`src/rtl/fir3_pkg.sv`:
```
package fir3_pkg;
  localparam int BLOCK = 3;

  typedef struct packed {
    logic       captureEn;
    logic [1:0] laneSel;
    logic       blockReady;
    logic       emitValid;
    logic [1:0] emitSel;
  } firStrobes_t;
endpackage

```
`src/rtl/fir3_ctrl.sv`:
```
module fir3_ctrl
  import fir3_pkg::*;
(
  input  logic        clk,
  input  logic        rstN,
  input  logic        inValid,
  output firStrobes_t strobes
);
  logic [1:0] laneCnt;
  logic       emitActive;
  logic [1:0] emitIdx;
  logic       lastLane;

  assign lastLane = (laneCnt == 2'(BLOCK - 1));

  // serial-to-parallel position counter
  always_ff @(posedge clk or negedge rstN) begin
    if (!rstN) begin
      laneCnt <= '0;
    end else if (inValid) begin
      laneCnt <= lastLane ? '0 : laneCnt + 2'd1;
    end
  end

  // parallel-to-serial playback sequencer
  always_ff @(posedge clk or negedge rstN) begin
    if (!rstN) begin
      emitActive <= 1'b0;
      emitIdx    <= '0;
    end else if (inValid && lastLane) begin
      emitActive <= 1'b1;
      emitIdx    <= '0;
    end else if (emitActive) begin
      if (emitIdx == 2'(BLOCK - 1)) begin
        emitActive <= 1'b0;
        emitIdx    <= '0;
      end else begin
        emitIdx <= emitIdx + 2'd1;
      end
    end
  end

  always_comb begin
    strobes.captureEn  = inValid && !lastLane;
    strobes.laneSel    = laneCnt;
    strobes.blockReady = inValid && lastLane;
    strobes.emitValid  = emitActive;
    strobes.emitSel    = emitIdx;
  end
endmodule

```
`src/rtl/fir3_datapath.sv`:
```
module fir3_datapath
  import fir3_pkg::*;
#(
  parameter int DW   = 8,
  parameter int CW   = 8,
  parameter int TAPS = 3,
  parameter int OW   = DW + CW + $clog2(TAPS)
) (
  input  logic                 clk,
  input  logic                 rstN,
  input  firStrobes_t          strobes,
  input  logic [DW-1:0]        inSample,
  input  logic [TAPS*CW-1:0]   coefs,
  output logic [OW-1:0]        outSample
);
  localparam int HIST = TAPS - 1;
  localparam int WIN  = HIST + BLOCK;

  logic signed [DW-1:0] lane  [BLOCK-1];
  logic signed [DW-1:0] hist  [HIST];
  logic signed [DW-1:0] win   [WIN];
  logic signed [CW-1:0] hCoef [TAPS];
  logic signed [OW-1:0] term  [BLOCK][TAPS];
  logic signed [OW-1:0] ySum  [BLOCK];
  logic signed [OW-1:0] yBuf  [BLOCK];

  // lanes holding the first samples of the current group
  for (genvar j = 0; j < BLOCK - 1; j++) begin : g_lane
    always_ff @(posedge clk or negedge rstN) begin
      if (!rstN) begin
        lane[j] <= '0;
      end else if (strobes.captureEn && strobes.laneSel == 2'(j)) begin
        lane[j] <= inSample;
      end
    end
  end

  // window: oldest history first, newest (live) sample last
  for (genvar i = 0; i < HIST; i++) begin : g_winHist
    assign win[i] = hist[i];
  end
  for (genvar j = 0; j < BLOCK - 1; j++) begin : g_winLane
    assign win[HIST + j] = lane[j];
  end
  assign win[WIN-1] = inSample;

  for (genvar i = 0; i < TAPS; i++) begin : g_coef
    assign hCoef[i] = coefs[i*CW +: CW];
  end

  // products for every output lane and tap
  for (genvar j = 0; j < BLOCK; j++) begin : g_out
    for (genvar i = 0; i < TAPS; i++) begin : g_tap
      assign term[j][i] = OW'(win[HIST + j - i]) * OW'(hCoef[i]);
    end
  end

  always_comb begin
    for (int j = 0; j < BLOCK; j++) begin
      ySum[j] = '0;
      for (int i = 0; i < TAPS; i++) begin
        ySum[j] = ySum[j] + term[j][i];
      end
    end
  end

  // history keeps the newest HIST samples of the finished group
  for (genvar i = 0; i < HIST; i++) begin : g_hist
    always_ff @(posedge clk or negedge rstN) begin
      if (!rstN) begin
        hist[i] <= '0;
      end else if (strobes.blockReady) begin
        hist[i] <= win[i + BLOCK];
      end
    end
  end

  for (genvar j = 0; j < BLOCK; j++) begin : g_ybuf
    always_ff @(posedge clk or negedge rstN) begin
      if (!rstN) begin
        yBuf[j] <= '0;
      end else if (strobes.blockReady) begin
        yBuf[j] <= ySum[j];
      end
    end
  end

  assign outSample = yBuf[strobes.emitSel];
endmodule

```
`src/rtl/fir_block3.sv`:
```
module fir_block3
  import fir3_pkg::*;
#(
  parameter int DATA_W = 8,
  parameter int COEF_W = 8,
  parameter int TAPS   = 3,
  parameter int OUT_W  = DATA_W + COEF_W + $clog2(TAPS)
) (
  input  logic                     clk,
  input  logic                     rstN,
  input  logic                     inValid,
  input  logic [DATA_W-1:0]        inSample,
  input  logic [TAPS*COEF_W-1:0]   coefs,
  output logic                     outValid,
  output logic [OUT_W-1:0]         outSample
);
  firStrobes_t strobes;

  fir3_ctrl u_ctrl (
    .clk     (clk),
    .rstN    (rstN),
    .inValid (inValid),
    .strobes (strobes)
  );

  fir3_datapath #(
    .DW   (DATA_W),
    .CW   (COEF_W),
    .TAPS (TAPS),
    .OW   (OUT_W)
  ) u_dp (
    .clk       (clk),
    .rstN      (rstN),
    .strobes   (strobes),
    .inSample  (inSample),
    .coefs     (coefs),
    .outSample (outSample)
  );

  assign outValid = strobes.emitValid;
endmodule

```
`config.mk`:
```
export PLATFORM = sky130hd
export DESIGN_NAME = fir_block3
export DESIGN_NICKNAME = d
export VERILOG_FILES = /design/src/rtl/fir3_pkg.sv /design/src/rtl/fir3_ctrl.sv /design/src/rtl/fir3_datapath.sv /design/src/rtl/fir_block3.sv
export SDC_FILE = /design/constraint.sdc
export NUM_CORES = 2
export LEC_CHECK = 0
export ABC_AREA = 0
export BUFFER_PORTS_ARGS = -buffer_cell sky130_fd_sc_hd__buf_2
export CELL_PAD_IN_SITES_DETAIL_PLACEMENT = 0
export CELL_PAD_IN_SITES_GLOBAL_PLACEMENT = 1
export CORE_AREA = 2 2 258 260
export DETAILED_ROUTE_END_ITERATION = 8
export DIE_AREA = 0 0 260 262
export GPL_ROUTABILITY_DRIVEN = 1
export PLACE_DENSITY_LB_ADDON = 0.25
export REMOVE_ABC_BUFFERS = 1
export SYNTH_ARGS = -nofsm -noshare
export SYNTH_HDL_FRONTEND = slang
export SYNTH_SLANG_ARGS = --single-unit
```
`constraint.sdc`:
```
create_clock -name clk -period 8.5 [get_ports clk]
set_clock_uncertainty 0.1 [all_clocks]
set_input_delay 0 -clock clk [delete_from_list [all_inputs] [get_ports clk]]
set_output_delay 0 -clock clk [all_outputs]
set_load 0.01 [all_outputs]
```
# Yosys cells after proc, flatten, opt, wreduce, memory -nomap -nowiden

Index checks and enable logic that the tools add are counted.

Bits in registers: 91
Output and inout bits: 19
Logic and storage cells: 49

$add $sub $neg: 8
Multiply operators: 9
Magnitude comparators: 1
Equality and inequality tests: 3
Multiplexer cells: 10
Bitwise logic cells: 1
Reduce and logical (&&, ||, !) cells: 7

Operator list:

| kind                                           | count |
|---|---|
| multiplier 8 x 8 -> 16 bit                     | 9 |
| adder 18 bit                                   | 6 |
| binary-select mux 18 bit (select 2 bit)        | 1 |
| two-way mux 18 bit                             | 2 |
| two-way mux 2 bit                              | 4 |
| adder 2 x 1 -> 2 bit (second input constant)   | 2 |
| == test 2 bit (second input constant)          | 2 |
| logical AND 1 bit                              | 4 |
| >= comparator 3 bit (second input constant)    | 1 |
| two-way mux 1 bit                              | 3 |
| inverter 2 -> 3 bit                            | 1 |
| == test 2 x 1 -> 1 bit (second input constant) | 1 |
| logical NOT 2 bit                              | 1 |
| nonzero test 2 bit                             | 1 |
| logical NOT 1 bit                              | 1 |

# Depth between registers and ports, before layout

Depth after elaboration: 4
Mapped depth: 31
Gate-level depth less buffers: 30

# Modules after synthesis

A second synthesis with hierarchy kept.

Cell total of the unflattened synthesis: 2,887
Area, all modules: 28,317.2 sq um

Modules (own cells, without submodules):

| module        | times used | cells an instance | area an instance (sq um) |
|---|---|---|---|
| fir3_datapath | 1          | 2,865             | 28,078.2 |
| fir3_ctrl     | 1          | 22                | 239.0 |

# Worst setup path before layout

Ideal clock, no wire load.

Path kind: reg-to-reg
From: register u_dp.lane[4] (netlist name)
To: register u_dp.yBuf[34] (netlist name)
Setup time: 130 ps
Arrival time: 6,175 ps
Setup slack: 2,096 ps
Stages on the path, launching flop included: 27
Buffers on the path: 1
Cell sequence: dfrtp_1 > clkbuf_1 > and2_1 > fa_1 > inv_1 > fa_1 > inv_1 > fa_1 > inv_1 > fa_1 > inv_1 > ha_1 > inv_1 > o21bai_1 > o311a_1 > o21a_1 > or2_2 > fa_1 > inv_1 > ha_1 > a211oi_1 > o21ai_1 > o32a_1 > a41oi_1 > mux2i_1 > xnor2_1 > o21ai_1

Longest elaborated chain between the ends: 3

Ends and longest elaborated chain:

| item                            | line                | text |
|---|---|---|
| start, declared                 | fir3_datapath.sv:19 | `logic signed [DW-1:0] lane [BLOCK-1];` |
| start signal, assigned by index | fir3_datapath.sv:33 | `lane[j] <= inSample;` |
| multiplier 8 x 8 -> 16 bit      | fir3_datapath.sv:54 | `assign term[j][i] = OW'(win[HIST + j - i]) * OW'(hCoef[i]);` |
| adder 18 bit (2 in a row)       | fir3_datapath.sv:62 | `ySum[j] = ySum[j] + term[j][i];` |
| end signal, assigned by index   | fir3_datapath.sv:83 | `yBuf[j] <= ySum[j];` |
| end, declared                   | fir3_datapath.sv:25 | `logic signed [OW-1:0] yBuf [BLOCK];` |

Every way passes these cells.
A chain may end at the register's enable or synchronous reset.

# Final worst setup path

From: register u_dp.lane[9] (netlist name)
To: register u_dp.yBuf[34] (netlist name)

Same word-level chain as after synthesis.

==> metrics.csv <==
stage,metric,value,unit
sta,Setup-failing EPs final,0,
floorplanning,initial core utilization,44.7,%
place,port bufs,53,
worst_setup_path,CP max stage delay,1.05,ns
sta,final hold violations,0,
cells_and_area,Final nets,4198,
place,Detailed Place HPWL,61600,um
grt,gr usage total,23.7,%
synth,Yosys cell types,62,
worst_setup_path,CP Max Fanout,25,
routing,Pre-Repair DR Iteration Count,5,
place,global placement routability congestion,0.920,
clock_network,setup bufs post-CTS,0,
routing,post-route ant nets,0,
clock_network,CTS tree,done,
sta,Slew Limit Fails,0,
floorplanning,Die Ht,262,um
sta,unrepaired setup endpoints after global routing,false,
cells_and_area,fin cells,4182,
cells_and_area,register area,2280,um^2
place,dpl cells,4155,
worst_setup_path,CP max stage cell,dfrtp_1,
synth,yosys warns,0,
grt,met1 global-route usage,33.9,%
sta,Final Critical Period,7.28,ns
worst_setup_path,crit path capture type,register,
routing,vias per cell,5.03,
worst_setup_path,Worst Setup Start Kind,register,
outcome,outcome,finished clean,
grt,GRT met2 Usage,37.8,%
cells_and_area,"Area growth, synth to finish",4.82,%
cells_and_area,fraction of layout cells with a size suffix above 1,3.32,%
grt,global-route wire length before repair,123000,um
floorplanning,die area,68100,um^2
sta,Worst Tran Pin Value,1.12,ns
worst_setup_path,CP arrival,7.45,ns
routing,final wirelength,76000,um
grt,GRT overflow,0,
cells_and_area,"commonest non-fill, non-tap cells in the layout","inv_1, fa_1, and2_1",
cells_and_area,"most common cell after layout, fill and taps aside",inv_1,
synth,number of synthesized register bits,91,
synth,sequential share of the synthesized area,7.80,%
clock_network,CTS root buf,clkbuf_16,
floorplanning,core area,65300,um^2
grt,vias in the first global route,22000,
sta,Slew headroom,25.4,%
clock_network,total CTS buffers,9,
floorplanning,Site Rows,94,
routing,starting DRC count in detailed routing,1220,
worst_setup_path,crit path kind,reg -> reg,
sta,Tcrit/Tclk final,85.6,%
sta,f_max,137,MHz
sta,post-route setup TNS,0,ns
clock_network,clock buffer depth,2,
synth,"Avg Cell Area, Syn",8.74,um^2
floorplanning,die width,260,um
grt,largest net degree at the start of global routing,84,
worst_setup_path,"Req. time, crit path",8.67,ns
worst_setup_path,most frequent CP cell,inv_1,
routing,wire per inst,18.2,um
clock_network,clk sinks,91,
clock_network,worst skew pair latency,0.40,ns
routing,DRC,0,
synth,predominant post-synthesis flop cell,dfrtp_1,
grt,met3 Usage GRT,3.60,%
worst_hold_path,Hold Path Class,in -> async,
grt,antenna violations before repair,3,
floorplanning,io pins,54,
routing,vias,21100,
synth,share of synthesized registers carrying an async set or reset,100,%
run,number of max-cap violations,0,
synth,Post-Syn Area,29200,um^2
synth,Mapped Cells,3343,
synth,number of flops mapped to enable cells by yosys,0,
clock_network,Clock transition at path regs,0.09,ns
grt,gr busiest metal,met2,
cells_and_area,area taken by multi-input logic gates,23200,um^2
cells_and_area,fillers,6366,
clock_network,CTS HTree Levels,3,
[layer usage]
| metal | up-vias | part of all wire, % |
|---|---|---|
| met5 | - | 0.024 |
| met4 | 4 | 2.4 |
| met3 | 81 | 5.7 |
| met2 | 461 | 45 |
| met1 | 10600 | 46 |
| li1 | 9896 | - |
[cells in the mapped netlist, types with 3 or more instances]
cell / n / area, um^2
o21ai_1: 15 / 75.1
o311ai_0: 5 / 43.8
buf_1: 7 / 26.3
and2_1: 344 / 2150
mux2i_1: 25 / 250
o21ai_0: 90 / 450
ha_1: 305 / 3820
a31o_2: 3 / 26.3
a21o_1: 40 / 300
nor2b_1: 14 / 87.6
nor2_1: 93 / 349
nand3_1: 12 / 60.1
nor3_1: 12 / 60.1
o311a_1: 3 / 30.0
fa_1: 546 / 10900
a31oi_1: 8 / 50.1
or3_1: 6 / 37.5
a21oi_1: 80 / 400
a41o_1: 4 / 40.0
o31ai_1: 7 / 52.6
o21bai_1: 29 / 218
nand2_1: 320 / 1200
xor2_1: 55 / 482
clkbuf_1: 107 / 402
a211oi_1: 14 / 105
nand2b_1: 33 / 206
and3_1: 5 / 31.3
o21a_1: 13 / 97.6
mux2_2: 16 / 180
o211ai_1: 4 / 30.0
dfrtp_1: 91 / 2280
nor4bb_1: 3 / 30.0
xnor2_1: 119 / 1040
nor3b_1: 5 / 37.5
or2_2: 6 / 37.5
inv_1: 868 / 3260
[area by class of cell]
cell class | instances | area share [%]
inverter | 869 | 10.7
multi-input combinational | 2269 | 75.9
antenna | 1 | 0.00818
timing repair buffer | 72 | 1.42
sequential | 91 | 7.44
tap | 864 | 3.53
clock buffer | 9 | 0.736
clock inverter | 7 | 0.266
[path summary, 6_finish.rpt]
kind                            depth (start not counted)  slack (ns)                      start                        end
max in group asynchronous                               3        7.05                       rstN   u_dp.yBuf[8]$_DFFE_PN0P_
worst max register to register                         27        1.22   u_dp.lane[9]$_DFFE_PN0P_  u_dp.yBuf[34]$_DFFE_PN0P_
worst min register to register                          2        0.38  u_dp.yBuf[29]$_DFFE_PN0P_  u_dp.yBuf[29]$_DFFE_PN0P_
worst max-delay path                                   27        1.22   u_dp.lane[9]$_DFFE_PN0P_  u_dp.yBuf[34]$_DFFE_PN0P_
worst min-delay path                                    2        0.08                       rstN   u_dp.hist[7]$_DFFE_PN0P_
min in group clk                                        4        0.29                  coefs[16]  u_dp.yBuf[36]$_DFFE_PN0P_
[cell families after synthesis]
logic type,Yosys count,share of synthesized area (%)
buffers and inverters,983,12.6
AND/OR/NAND/NOR,864,15.0
adder cells (fa/ha/maj),851,50.5
AO/OA/AOI/OAI,339,7.37
XOR/XNOR,174,5.22
flip-flops,91,7.80
multiplexers,41,1.47
[stage by stage]
stage / instance area [um^2] / utilization, % / setup slack (ns) / hold WS, ns
after CTS: 30600 / 46.9 / 1.29 / 0.0648
after global routing: 30600 / 46.9 / 0.888 / 0.117
after detailed placement: 30200 / 46.3 / 1.32 / -0.0409
after floorplan: 28800 / - / 2.03 / -0.396
final: 30600 / 46.9 / 1.22 / 0.0763
after global placement: 30200 / 46.3 / 1.42 / -0.0449
[worst max-delay path: cells and delay by family, from the launching register on]
family	cells	cell delay [ns]
buf+inv	5	0.25
mux	1	0.26
flops	1	1.05
xor+xnor	2	0.27
fa+ha+maj	8	2.96
compound gates	7	1.59
simple gates	4	0.65
[sequential cells by signal, summed over array words and instances (netlist names)]
| name | count |
|---|---|
| u_dp.yBuf | 54 |
| u_ctrl.emitIdx | 2 |
| u_ctrl.laneCnt | 2 |
| u_dp.hist | 16 |
| u_dp.lane | 16 |
| u_ctrl.emitActive | 1 |
[what timing repair did]
action / 4_1_cts / 5_1_grt
hold endpoints to repair: 47 / 0
resized for setup: 0 / 0
hold buffers: 10 / 0
Power is not shown: default switching activity piles up to over one toggle a cycle in this logic, so the estimate is an artifact.
